$ cat src/rtl/pwmgate_pkg.sv
package pwmgate_pkg;
  typedef enum logic [1:0] {
    MON_IDLE   = 2'd0,
    MON_ACTIVE = 2'd1,
    MON_LOST   = 2'd2,
    MON_OFF    = 2'd3
  } mon_state_t;
endpackage

$ cat src/rtl/pwm_qualifier.sv
// Two-flop resynchroniser followed by a minimum-width level qualifier.
module pwm_qualifier #(
  parameter int MIN_WIDTH_CYC = 125
) (
  input  logic clk,
  input  logic rst_n,
  input  logic raw_in,
  output logic level_q,
  output logic rise_q
);
  localparam int CW = (MIN_WIDTH_CYC < 2) ? 1 : $clog2(MIN_WIDTH_CYC + 1);
  localparam logic [CW-1:0] LAST = CW'(MIN_WIDTH_CYC - 1);

  logic          meta_q, sync_q;
  logic [CW-1:0] run_q;

  always_ff @(posedge clk) begin
    if (!rst_n) begin
      meta_q  <= 1'b0;
      sync_q  <= 1'b0;
      run_q   <= '0;
      level_q <= 1'b0;
      rise_q  <= 1'b0;
    end else begin
      meta_q <= raw_in;
      sync_q <= meta_q;
      rise_q <= 1'b0;
      if (sync_q != level_q) begin
        if (run_q == LAST) begin
          level_q <= sync_q;
          rise_q  <= sync_q;
          run_q   <= '0;
        end else begin
          run_q <= run_q + 1'b1;
        end
      end else begin
        run_q <= '0;
      end
    end
  end
endmodule

$ cat src/rtl/loss_monitor.sv
// Tracks the qualified PWM level: active, lost (low too long), shut down.
module loss_monitor
  import pwmgate_pkg::*;
#(
  parameter int MAX_LOW_CYC = 125000,
  parameter int SHDN_CYC    = 4000000
) (
  input  logic       clk,
  input  logic       rst_n,
  input  logic       enable,
  input  logic       level,
  input  logic       rise,
  output mon_state_t state_q
);
  localparam int TMAX = (MAX_LOW_CYC > SHDN_CYC) ? MAX_LOW_CYC : SHDN_CYC;
  localparam int TW   = $clog2(TMAX + 1);
  localparam logic [TW-1:0] LOW_LAST  = TW'(MAX_LOW_CYC - 1);
  localparam logic [TW-1:0] SHDN_LAST = TW'(SHDN_CYC - 1);

  logic [TW-1:0] tmr_q;

  always_ff @(posedge clk) begin
    if (!rst_n) begin
      state_q <= MON_IDLE;
      tmr_q   <= '0;
    end else if (!enable) begin
      state_q <= MON_IDLE;
      tmr_q   <= '0;
    end else begin
      unique case (state_q)
        MON_IDLE: begin
          state_q <= MON_ACTIVE;
          tmr_q   <= '0;
        end
        MON_ACTIVE: begin
          if (level) begin
            tmr_q <= '0;
          end else if (tmr_q == LOW_LAST) begin
            state_q <= MON_LOST;
            tmr_q   <= '0;
          end else begin
            tmr_q <= tmr_q + 1'b1;
          end
        end
        MON_LOST: begin
          if (rise) begin
            state_q <= MON_ACTIVE;
            tmr_q   <= '0;
          end else if (tmr_q == SHDN_LAST) begin
            state_q <= MON_OFF;
            tmr_q   <= '0;
          end else begin
            tmr_q <= tmr_q + 1'b1;
          end
        end
        MON_OFF: begin
          tmr_q <= '0;
          if (rise) state_q <= MON_ACTIVE;
        end
        default: begin
          state_q <= MON_IDLE;
          tmr_q   <= '0;
        end
      endcase
    end
  end
endmodule

$ cat src/rtl/pwm_dim_gate.sv
module pwm_dim_gate
  import pwmgate_pkg::*;
#(
  parameter int CODE_W        = 6,
  parameter int MIN_WIDTH_CYC = 125,
  parameter int MAX_LOW_CYC   = 125000,
  parameter int SHDN_CYC      = 4000000
) (
  input  logic              clk,
  input  logic              rst_n,
  input  logic              pwm_in,
  input  logic              pwm_en,
  input  logic              main_en,
  input  logic [CODE_W-1:0] main_code,
  input  logic              sub_en,
  input  logic [CODE_W-1:0] sub_code,
  output logic              main_gate,
  output logic [CODE_W-1:0] main_level,
  output logic              pwm_valid,
  output logic              shdn_req,
  output logic [CODE_W-1:0] sub_level
);
  logic       qual_level, qual_rise;
  mon_state_t mon_state;

  pwm_qualifier #(.MIN_WIDTH_CYC(MIN_WIDTH_CYC)) qual_i (
    .clk     (clk),
    .rst_n   (rst_n),
    .raw_in  (pwm_in),
    .level_q (qual_level),
    .rise_q  (qual_rise)
  );

  loss_monitor #(.MAX_LOW_CYC(MAX_LOW_CYC), .SHDN_CYC(SHDN_CYC)) mon_i (
    .clk     (clk),
    .rst_n   (rst_n),
    .enable  (pwm_en),
    .level   (qual_level),
    .rise    (qual_rise),
    .state_q (mon_state)
  );

  always_comb begin
    if (!main_en)                main_gate = 1'b0;
    else if (!pwm_en)            main_gate = 1'b1;
    else if (mon_state == MON_OFF) main_gate = 1'b0;
    else                         main_gate = qual_level;
  end

  assign main_level = main_gate ? main_code : '0;
  assign pwm_valid  = (mon_state == MON_ACTIVE);
  assign shdn_req   = (mon_state == MON_OFF);

  always_ff @(posedge clk) begin
    if (!rst_n)      sub_level <= '0;
    else if (sub_en) sub_level <= sub_code;
    else             sub_level <= '0;
  end
endmodule

$ cat config.mk
export PLATFORM = sky130hd
export DESIGN_NAME = pwm_dim_gate
export DESIGN_NICKNAME = d
export VERILOG_FILES = /design/src/rtl/pwmgate_pkg.sv /design/src/rtl/pwm_qualifier.sv /design/src/rtl/loss_monitor.sv /design/src/rtl/pwm_dim_gate.sv
export SDC_FILE = /design/constraint.sdc
export NUM_CORES = 1
export LEC_CHECK = 0
export BUFFER_PORTS_ARGS = -buffer_cell sky130_fd_sc_hd__buf_2
export CORE_MARGIN = 10
export CORE_UTILIZATION = 49
export CTS_CLUSTER_DIAMETER = 30
export DETAILED_ROUTE_END_ITERATION = 7
export PLACE_DENSITY = 0.85
export SYNTH_ARGS = -nofsm -noshare
export SYNTH_HDL_FRONTEND = slang
export SYNTH_SLANG_ARGS = --single-unit
$ cat constraint.sdc
create_clock -name clk -period 1.65 [get_ports clk]
set_clock_uncertainty 0.05 [all_clocks]
set_input_delay 0.2475 -clock clk [delete_from_list [all_inputs] [get_ports clk]]
set_output_delay 0.2475 -clock clk [all_outputs]
set_load 0.01 [all_outputs]
# Word-level counts from Yosys, hierarchy flattened
# Index checks and enable logic that the tools add are counted.
# op_classes
mux	15
eq_ne	11
n_bitwise	2
addsub	2
n_reduce_logical	8
# op_table
cell	count
$mux W22	4
$pmux W22 S3	1
$add A22 B1 Y22 const B	1
$eq A22 B17 Y1 const B	1
$eq A22 B22 Y1 const B	1
$mux W2	5
$pmux W2 S4	1
$add A7 B1 Y7 const B	1
$eq A7 B7 Y1 const B	1
$mux W6	1
$reduce_and A2 Y1	3
$eq A2 B2 Y1 const B	2
$ne A2 B1 Y1 const B	2
$reduce_and A4 Y1	1
$mux W1	3
$ne A3 B2 Y1 const B	1
$reduce_and A3 Y1	1
$reduce_or A3 Y1	1
$eq A2 B1 Y1 const B	1
$logic_not A2 Y1	1
$ne A2 B2 Y1 const B	1
$not A1 Y1	2
$reduce_or A2 Y1	1
$ne A1 B1 Y1	1
# word_totals
wordCells	46
inputBits	18
out_inout_bits	15
register_bits	41

# Logic depth before layout (Yosys ltp)
# Gate-level depths: netlist (run 1).
# depth
word_depth	5
mapped_depth	7
mapped_depth_nobuf	6

# Modules after synthesis
# From an unflattened synthesis (run 1), not the netlist that was laid out.
# unflattened
cells_unflattened	217
hier_area_um2	1884.3
# modules_own_cells
mod	area_each_um2	cells_per_inst	seq_area_each_um2	instances
loss_monitor	1193.6	142	480.5	1
pwm_qualifier	436.7	47	220.2	1
pwm_dim_gate	254.0	28	120.1	1

# Worst setup path after synthesis (run 1)
# Ideal clock, no wire load.
# synth_timing
path_kind	reg2out
startpoint	register mon_i.state_q[0]
endpoint	output port main_level[0]
t_required_ns	1.352
path_stages_with_launch	5
arrival_time_ns	1.503
slack_ns	-0.151
path_buffers	0
path_cell_list	dfxtp_1 ha_1 nand2b_1 a21boi_0 and2_1
# synth_between
elab_chain_cells	5
# synth_rtl
element	line_no	rtl
start, declared	loss_monitor.sv:13	output mon_state_t state_q
start signal, assigned	loss_monitor.sv:24	state_q <= MON_IDLE;
start signal, assigned	loss_monitor.sv:27	state_q <= MON_IDLE;
start signal, assigned	loss_monitor.sv:32	state_q <= MON_ACTIVE;
$eq A2 B2 Y1	--	
via shdn_req	pwm_dim_gate.sv:20	output logic shdn_req,
$mux W1	pwm_dim_gate.sv:46	else if (mon_state == MON_OFF) main_gate = 1'b0;
$mux W1	pwm_dim_gate.sv:45	else if (!pwm_en) main_gate = 1'b1;
$mux W1	pwm_dim_gate.sv:44	if (!main_en) main_gate = 1'b0;
via main_gate	pwm_dim_gate.sv:17	output logic main_gate,
$mux W6	pwm_dim_gate.sv:50	assign main_level = main_gate ? main_code : '0;
end, declared	pwm_dim_gate.sv:18	output logic [CODE_W-1:0] main_level,
# The timed path passes the listed nets, and every way through them passes these cells.

# Worst setup path after layout (run 1)
# layout_timing
startpoint	register mon_i.tmr_q[21]
endpoint	register mon_i.tmr_q[1]
# layout_between
elab_chain_cells	4
elab_cells_between_ends	7
cone_classes	2 x eq/ne; 5 x mux
# layout_rtl
element	line_no	rtl
start, declared	loss_monitor.sv:20	logic [TW-1:0] tmr_q;
start signal, assigned	loss_monitor.sv:42	tmr_q <= tmr_q + 1'b1;
start signal, assigned	loss_monitor.sv:53	tmr_q <= tmr_q + 1'b1;
$eq A22 B22 Y1 or $eq A22 B17 Y1 (tied branches)	loss_monitor.sv:49, loss_monitor.sv:38	
$mux W22, on equally long branches	loss_monitor.sv:49, loss_monitor.sv:38	
$mux W22, on equally long branches	loss_monitor.sv:46, loss_monitor.sv:36	
$pmux W22 S3 *	loss_monitor.sv:30	unique case (state_q)
# Mark *: on every way between the ends. The rest lies on a longest branch, timed or not.
# A chain may end at the register's enable or synchronous reset.

==> results of run 1 <==
==> worst max-delay path by stage <==
| stage | cells past startpoint | end | slack, ns |
|---|---|---|---|
| 5_1_grt | 6 | mon_i.tmr_q[1] | -0.28 |
| 6_report | 6 | mon_i.tmr_q[1] | -0.18 |
| 4_1_cts | 6 | mon_i.tmr_q[18] | -0.07 |
| 3_3_place_gp | 6 | mon_i.tmr_q[3] | -0.04 |
| 2_1_floorplan | 7 | mon_i.tmr_q[3] | -0.002 |
| 3_5_place_dp | 6 | mon_i.tmr_q[19] | -0.06 |
==> area by class of cell <==
type | instances | area, um2
inverter | 7 | 26.28
fill | 241 | 1071
tap | 48 | 60.06
clock buffer | 5 | 68.82
sequential | 41 | 835.8
clock inverter | 3 | 17.52
multi-input combinational | 151 | 1201
timing repair buffer | 60 | 380.4
==> power breakdown <==
part | switching, W | total, W | internal (W)
clock network | 0.000361 | 0.000653 | 0.000292
logic | 0.0000688 | 0.000132 | 0.0000630
registers | 0.00000713 | 0.00101 | 0.000999
total | 0.000437 | 0.00179 | 0.00135
==> metrics by stage <==
step / total power [W] / setup slack [ns]
4_1_cts: 0.001772 / -0.06723
3_3_place_gp: 0.001123 / -0.04248
3_5_place_dp: 0.001127 / -0.06107
6_report: 0.001791 / -0.1842
5_1_grt: 0.001839 / -0.2762
2_1_floorplan: 0.001077 / -0.002196
==> cells in the mapped netlist <==
master	n	area share (%)
a21boi_0	1	0.41
a21oi_1	2	0.54
and2_1	9	3.1
and3_1	12	4.1
buf_6	2	1.2
clkbuf_1	1	0.20
dfxtp_1	41	45
ha_1	7	4.8
inv_1	7	1.4
mux2i_1	3	1.6
nand2_1	13	2.6
nand2b_1	1	0.34
nand3_1	15	4.1
nand4_1	3	1.0
nand4_4	1	1.2
nand4b_1	1	0.48
nor2_1	32	6.5
nor2b_1	3	1.0
nor3_1	6	1.6
nor4_1	3	1.0
nor4_4	1	1.2
nor4b_1	2	0.95
nor4bb_1	1	0.54
o21ai_0	1	0.27
o21ai_1	1	0.27
o31ai_4	1	1.2
o32a_2	1	0.61
or2_2	1	0.34
or3_4	1	0.61
xnor2_1	9	4.3
xor2_1	17	8.1
==> registers in the layout, summed over array words and instances, names as in the netlist <==
| signal | flops |
|---|---|
| qual_i.meta_q | 1 |
| qual_i.rise_q | 1 |
| qual_i.run_q | 7 |
| qual_i.sync_q | 1 |
| mon_i.tmr_q | 22 |
| qual_i.level_q | 1 |
| mon_i.state_q | 2 |
| sub_level | 6 |
==> what timing repair did <==
item                                    in CTS  in global routing
resized for setup                            8                 30
endpoints found under the setup margin      29                 32
setup buffers                                1                  5
gates cloned                                 0                  3
pin swaps                                    3                 19
hold buffers                                 0                  0
==> kinds of logic (layout without fill, tap and decap cells) <==
family / Yosys count / count (layout)
AO/OA/AOI/OAI: 7 / 10
multiplexers: 3 / 3
AND/OR/NAND/NOR: 105 / 105
buffers and inverters: 10 / 75
adder cells (fa/ha/maj): 7 / 7
XOR/XNOR: 26 / 26
flip-flops: 41 / 41
==> per-layer routing <==
layer / up-vias / track usage (%) / part of all wire, %
met5: - / 0 / 0
met4: 0 / 8.304 / 5.2
met3: 27 / 4.636 / 5.6
met2: 69 / 23.62 / 54
li1: 813 / - / -
met1: 799 / 12.94 / 35
==> qor.txt, run 1 <==
Outcome -> finished with violations
Failing checks -> setup timing
DRC viols -> 0
Crit. Startpoint -> mon_i.tmr_q[21]
Lkg Pwr -> 1.071 nW
Nets -> 291
Post-DP Area -> 0.002240 mm2
Total congestion overflow -> 0
Crit path largest cell delay -> 0.34 ns
CTS H-tree lvls -> 2
Worst Path Arrival -> 1.97 ns
Min-Delay Path Class -> input pin to register
DR WL/cell -> 17.37 um
Vias in the first global route -> 1603
Fin cells -> 315
Peak VDD IR -> 0.0006048 V
CP Class -> register to register
Post-synthesis sequential area ratio -> 44.53%
Synth Warn # -> 0
Reg clk slew, reported paths -> 0.08 ns
Reg2reg path depth -> 6
Post-synthesis mux area share -> 1.629%
R2R Setup Slk -> -0.18 ns
Port Buffers -> 32
Worst hold start -> pwm_in
ANT nets after route -> 0
Main combinational cell family by area after synthesis -> simple AND/OR/NAND/NOR gates
Mean Syn Cell Area -> 9.261 um2
Initial Util -> 50.34%
Setup Viol. Count Final -> 31
Placed Cells incl. Taps -> 298
Routability cong. -> 0.7771
Adder-cell share of the synthesized area -> 4.752%
Reg2reg end -> mon_i.tmr_q[1]
WP buf/inv -> 1
Starting DRT DRC Count -> 102
Initial antenna violation count -> 0
CTS max path bufs -> 2
Slew Limit Fails -> 0
First-pass GRT wire length -> 6955 um
Post-Synthesis Cells -> 199
Die Span X -> 81.33 um
Root Driver -> clkbuf_8
Setup TNS -> -3.860 ns
Utilization after layout -> 70.75%
Relative slew slack -> 76.22%
Slowest-stage cell, CP -> nor3_4
Hold depth -> 2
Final Hold Vio Count -> 0
Final HPWL DP -> 3003 um
Fin area -> 0.002590 mm2
Worst-Margin Slew -> 0.3558 ns
Pin count of the biggest net entering global routing -> 23
Area grow syn2layout -> 40.53%
Most frequent cells in the layout -> buf_2 (31), dfxtp_1 (31), nor2_1 (27), buf_4 (27), xor2_1 (17)
RSZ-0062 raised after global routing -> yes
PwrDens -> 691.4 mW/mm2
Crit path time final -> 1.834 ns
Flop and latch count out of synthesis -> 41
CP endpoint kind -> register
CP delay by family, top -> simple AND/OR/NAND/NOR gates
IO Pins -> 33
Req. time, crit path -> 1.79 ns
CTS tree -> built
Die area -> 0.006615 mm2
Core Area -> 0.003661 mm2
Clk Latency, worst-skew pair -> 0.30 ns
CTS sink cnt -> 41
Total CTS buffers -> 5
Post-Synth Simple-Gate Area -> 30.62%
Via density -> 5.422
Worst setup margin -> -0.1842 ns
Reg2reg start -> mon_i.tmr_q[21]
Hold Crit Endpoint -> qual_i.meta_q
Crit-path max FO -> 6
Die Y -> 81.33 um
CP startpoint kind -> register
Tot GR Track Use -> 13.31%
Worst hold slack -> 0.1027 ns
Crit share post-route -> 111.2%
Ratio of cells with drive above 1 in the final layout -> 40.45%
XOR/XNOR Fraction of Synth Area -> 12.36%
Post-Route WL -> 5470 um
Critical Path, Cell by Cell -> buf_4 -> nor4_2 -> nand2_1 -> nor3_4 -> o32a_4 -> nor2b_1
Max-cap violations -> 0
Ant diodes -> 0
Mapped Nets -> 224
Unique masters post-synth -> 31
Vias -> 1708
Cell Rows -> 22
Compound-Gate Fraction of Synth Area -> 3.259%
Mapped Area -> 0.001843 mm2
Fmax -> 545.2 MHz
Drt pass-1 iters -> 4
No activity file was read; power rests on OpenSTA's default activity.
==> run 2: changes to the inputs <==
Settings changed: RECOVER_POWER set to 50.
==> qor.txt, run 2 (synthesis results as in run 1) <==
Vias in the first global route -> 1603 (unchanged)
CTS max path bufs -> 2 (unchanged)
Die Y -> 81.33 um (unchanged)
Crit share post-route -> 112.6% (+1.4 points)
Ratio of cells with drive above 1 in the final layout -> 38.20% (-2.2 points)
ANT nets after route -> 0 (unchanged)
Ant diodes -> 0 (unchanged)
Tot GR Track Use -> 13.31% (unchanged)
CTS Hold Bufs -> 0 (unchanged)
Fin cells -> 315 (unchanged)
CTS tree -> built
Max-cap violations -> 0 (unchanged)
Initial antenna violation count -> 0 (unchanged)
Worst-Margin Slew -> 0.4514 ns (+0.09552 ns)
Reg area -> 835.8 um2 (unchanged)
P_int -> 0.001351 W (-0.18%)
Post-Route WL -> 5459 um (-0.20%)
CP startpoint kind -> register
Multi-input logic area -> 0.001201 mm2 (unchanged)
Worst setup margin -> -0.2074 ns (-0.02324 ns)
Placed Cells incl. Taps -> 298 (unchanged)
Final HPWL DP -> 3003 um (unchanged)
Number of flip-flops in the largest register -> 22 (unchanged)
Crit path time final -> 1.857 ns (+0.02324 ns)
Most common cell after layout, fill and taps aside -> dfxtp_1
Nets -> 291 (unchanged)
Pin count of the biggest net entering global routing -> 23 (unchanged)
Switching pwr -> 0.0004374 W (+0.12%)
Part of the power in registers -> 56.3% (about the same)
Failing checks -> setup timing
CTS H-tree lvls -> 2 (unchanged)
Final Hold Vio Count -> 0 (unchanged)
Lkg Pwr -> 1.048 nW (-2.1%)
CP endpoint kind -> register
Clk Latency, worst-skew pair -> 0.30 ns (about the same)
CTS sink cnt -> 41 (unchanged)
Most frequent cells in the layout -> dfxtp_1 (31), nor2_1 (27), buf_2 (26), buf_4 (26), xor2_1 (17)
Fill cell count -> 245 (+1.7%)
Gate power share -> 7.2% (-0.2 points)
Starting DRT DRC Count -> 102 (unchanged)
Peak VDD IR -> 0.0006093 V (+0.75%)
Total congestion overflow -> 0 (unchanged)
DR WL/cell -> 17.33 um (-0.20%)
Req. time, crit path -> 1.79 ns (about the same)
Top flop regs -> mon_i.tmr_q x22, qual_i.run_q x7, sub_level x6
Root Driver -> clkbuf_8
Initial Util -> 50.34% (unchanged)
Core Area -> 0.003661 mm2 (unchanged)
Relative slew slack -> 69.91% (-6.3 points)
IO Pins -> 33 (unchanged)
Die area -> 0.006615 mm2 (unchanged)
Outcome -> finished with violations
Worst Path Arrival -> 2.00 ns (+0.03 ns)
Port Buffers -> 32 (unchanged)
Clock power share -> 36.5% (about the same)
Routability cong. -> 0.7771 (unchanged)
Fmax -> 538.4 MHz (-1.3%)
Vias -> 1719 (+0.64%)
Area grow syn2layout -> 39.99%
Via density -> 5.457 (+0.64%)
R2R Setup Slk -> -0.21 ns (-0.02 ns)
Die Span X -> 81.33 um (unchanged)
Min-Delay Path Class -> input pin to register
Worst hold slack -> 0.1020 ns (-0.0006320 ns)
Reg clk slew, reported paths -> 0.08 ns (about the same)
Cell Rows -> 22 (unchanged)
PwrDens -> 693.3 mW/mm2 (+0.28%)
Drt pass-1 iters -> 4 (unchanged)
Total CTS buffers -> 5 (unchanged)
Largest Register -> mon_i.tmr_q
Slew Limit Fails -> 0 (unchanged)
Crit-path max FO -> 6 (unchanged)
First-pass GRT wire length -> 6955 um (unchanged)
CP Class -> register to register
Switching share of power -> 24.45% (+0.056 points)
Setup Viol. Count Final -> 31 (unchanged)
RSZ-0062 raised after global routing -> yes
DRC viols -> 0 (unchanged)
run 2: cell types whose count changed in the layout (fill, tap and decap cells not counted):
cell / change
buf_2: -5
clkbuf_1: +6
buf_4: -1
run 2: what timing repair did:
item | in CTS | in global routing
endpoints found under the setup margin | 29 | 32
pin swaps | 3 | 19
cloned | 0 | 3
buffers inserted | 1 | 5
resized for setup | 8 | 30
run 2: worst paths after layout:
path | from | endpoint | cells past startpoint
worst max-delay path | mon_i.tmr_q[17] | mon_i.tmr_q[1] | 6
worst min register to register | qual_i.meta_q | qual_i.sync_q | 1
worst min-delay path | pwm_in | qual_i.meta_q | 2
worst max register to register | mon_i.tmr_q[17] | mon_i.tmr_q[1] | 6
run 2: power groups by stage:
stage / clock (W) / sequential [W] / combinational (W)
floorplan: 0 / 0.00103 / 0.0000447
global placement: 0 / 0.00103 / 0.0000935
detailed placement: 0 / 0.00103 / 0.0000970
CTS: 0.000661 / 0.00101 / 0.000103
global route: 0.000688 / 0.00101 / 0.000141
finish: 0.000654 / 0.00101 / 0.000129
run 2: per-layer routing:
metal	up-vias	global-route usage, %	share of wire, %
met3	31	4.636	5.7
met5	-	0	0
met4	0	8.304	5.6
met1	808	12.94	36
met2	68	23.62	53
li1	812	-	-
run 2: per-stage QoR:
step	setup WS [ns]	TNS (ns)	instance area (um2)	utilization (%)	total power (W)
final	-0.2074	-4.274	2580	70.47	0.001789
after global routing	-0.2762	-6.396	2580	70.47	0.001836
after CTS	-0.06723	-1.568	2374	64.83	0.001772
after detailed placement	-0.06107	-1.173	2240	61.18	0.001127
after global placement	-0.04248	-0.8136	2240	61.18	0.001123
after floorplan	-0.002196	-0.005308	1881	-	0.001077
run 2: area by class of cell:
class	count	share of cell area [%]
well taps	48	2.328
repair buffers	60	14.36
clock inverters	3	0.6790
flip-flops and latches	41	32.40
inverters	7	1.018
clock buffers	5	2.667
multi-input cells	151	46.56
run 2: critical path, stage by stage (launching register included):
cell,delay (ns)
dfxtp_2,0.36
nor4bb_2,0.32
nand2_1,0.22
o31ai_4,0.32
buf_4,0.17
o32a_4,0.23
nor2b_1,0.08
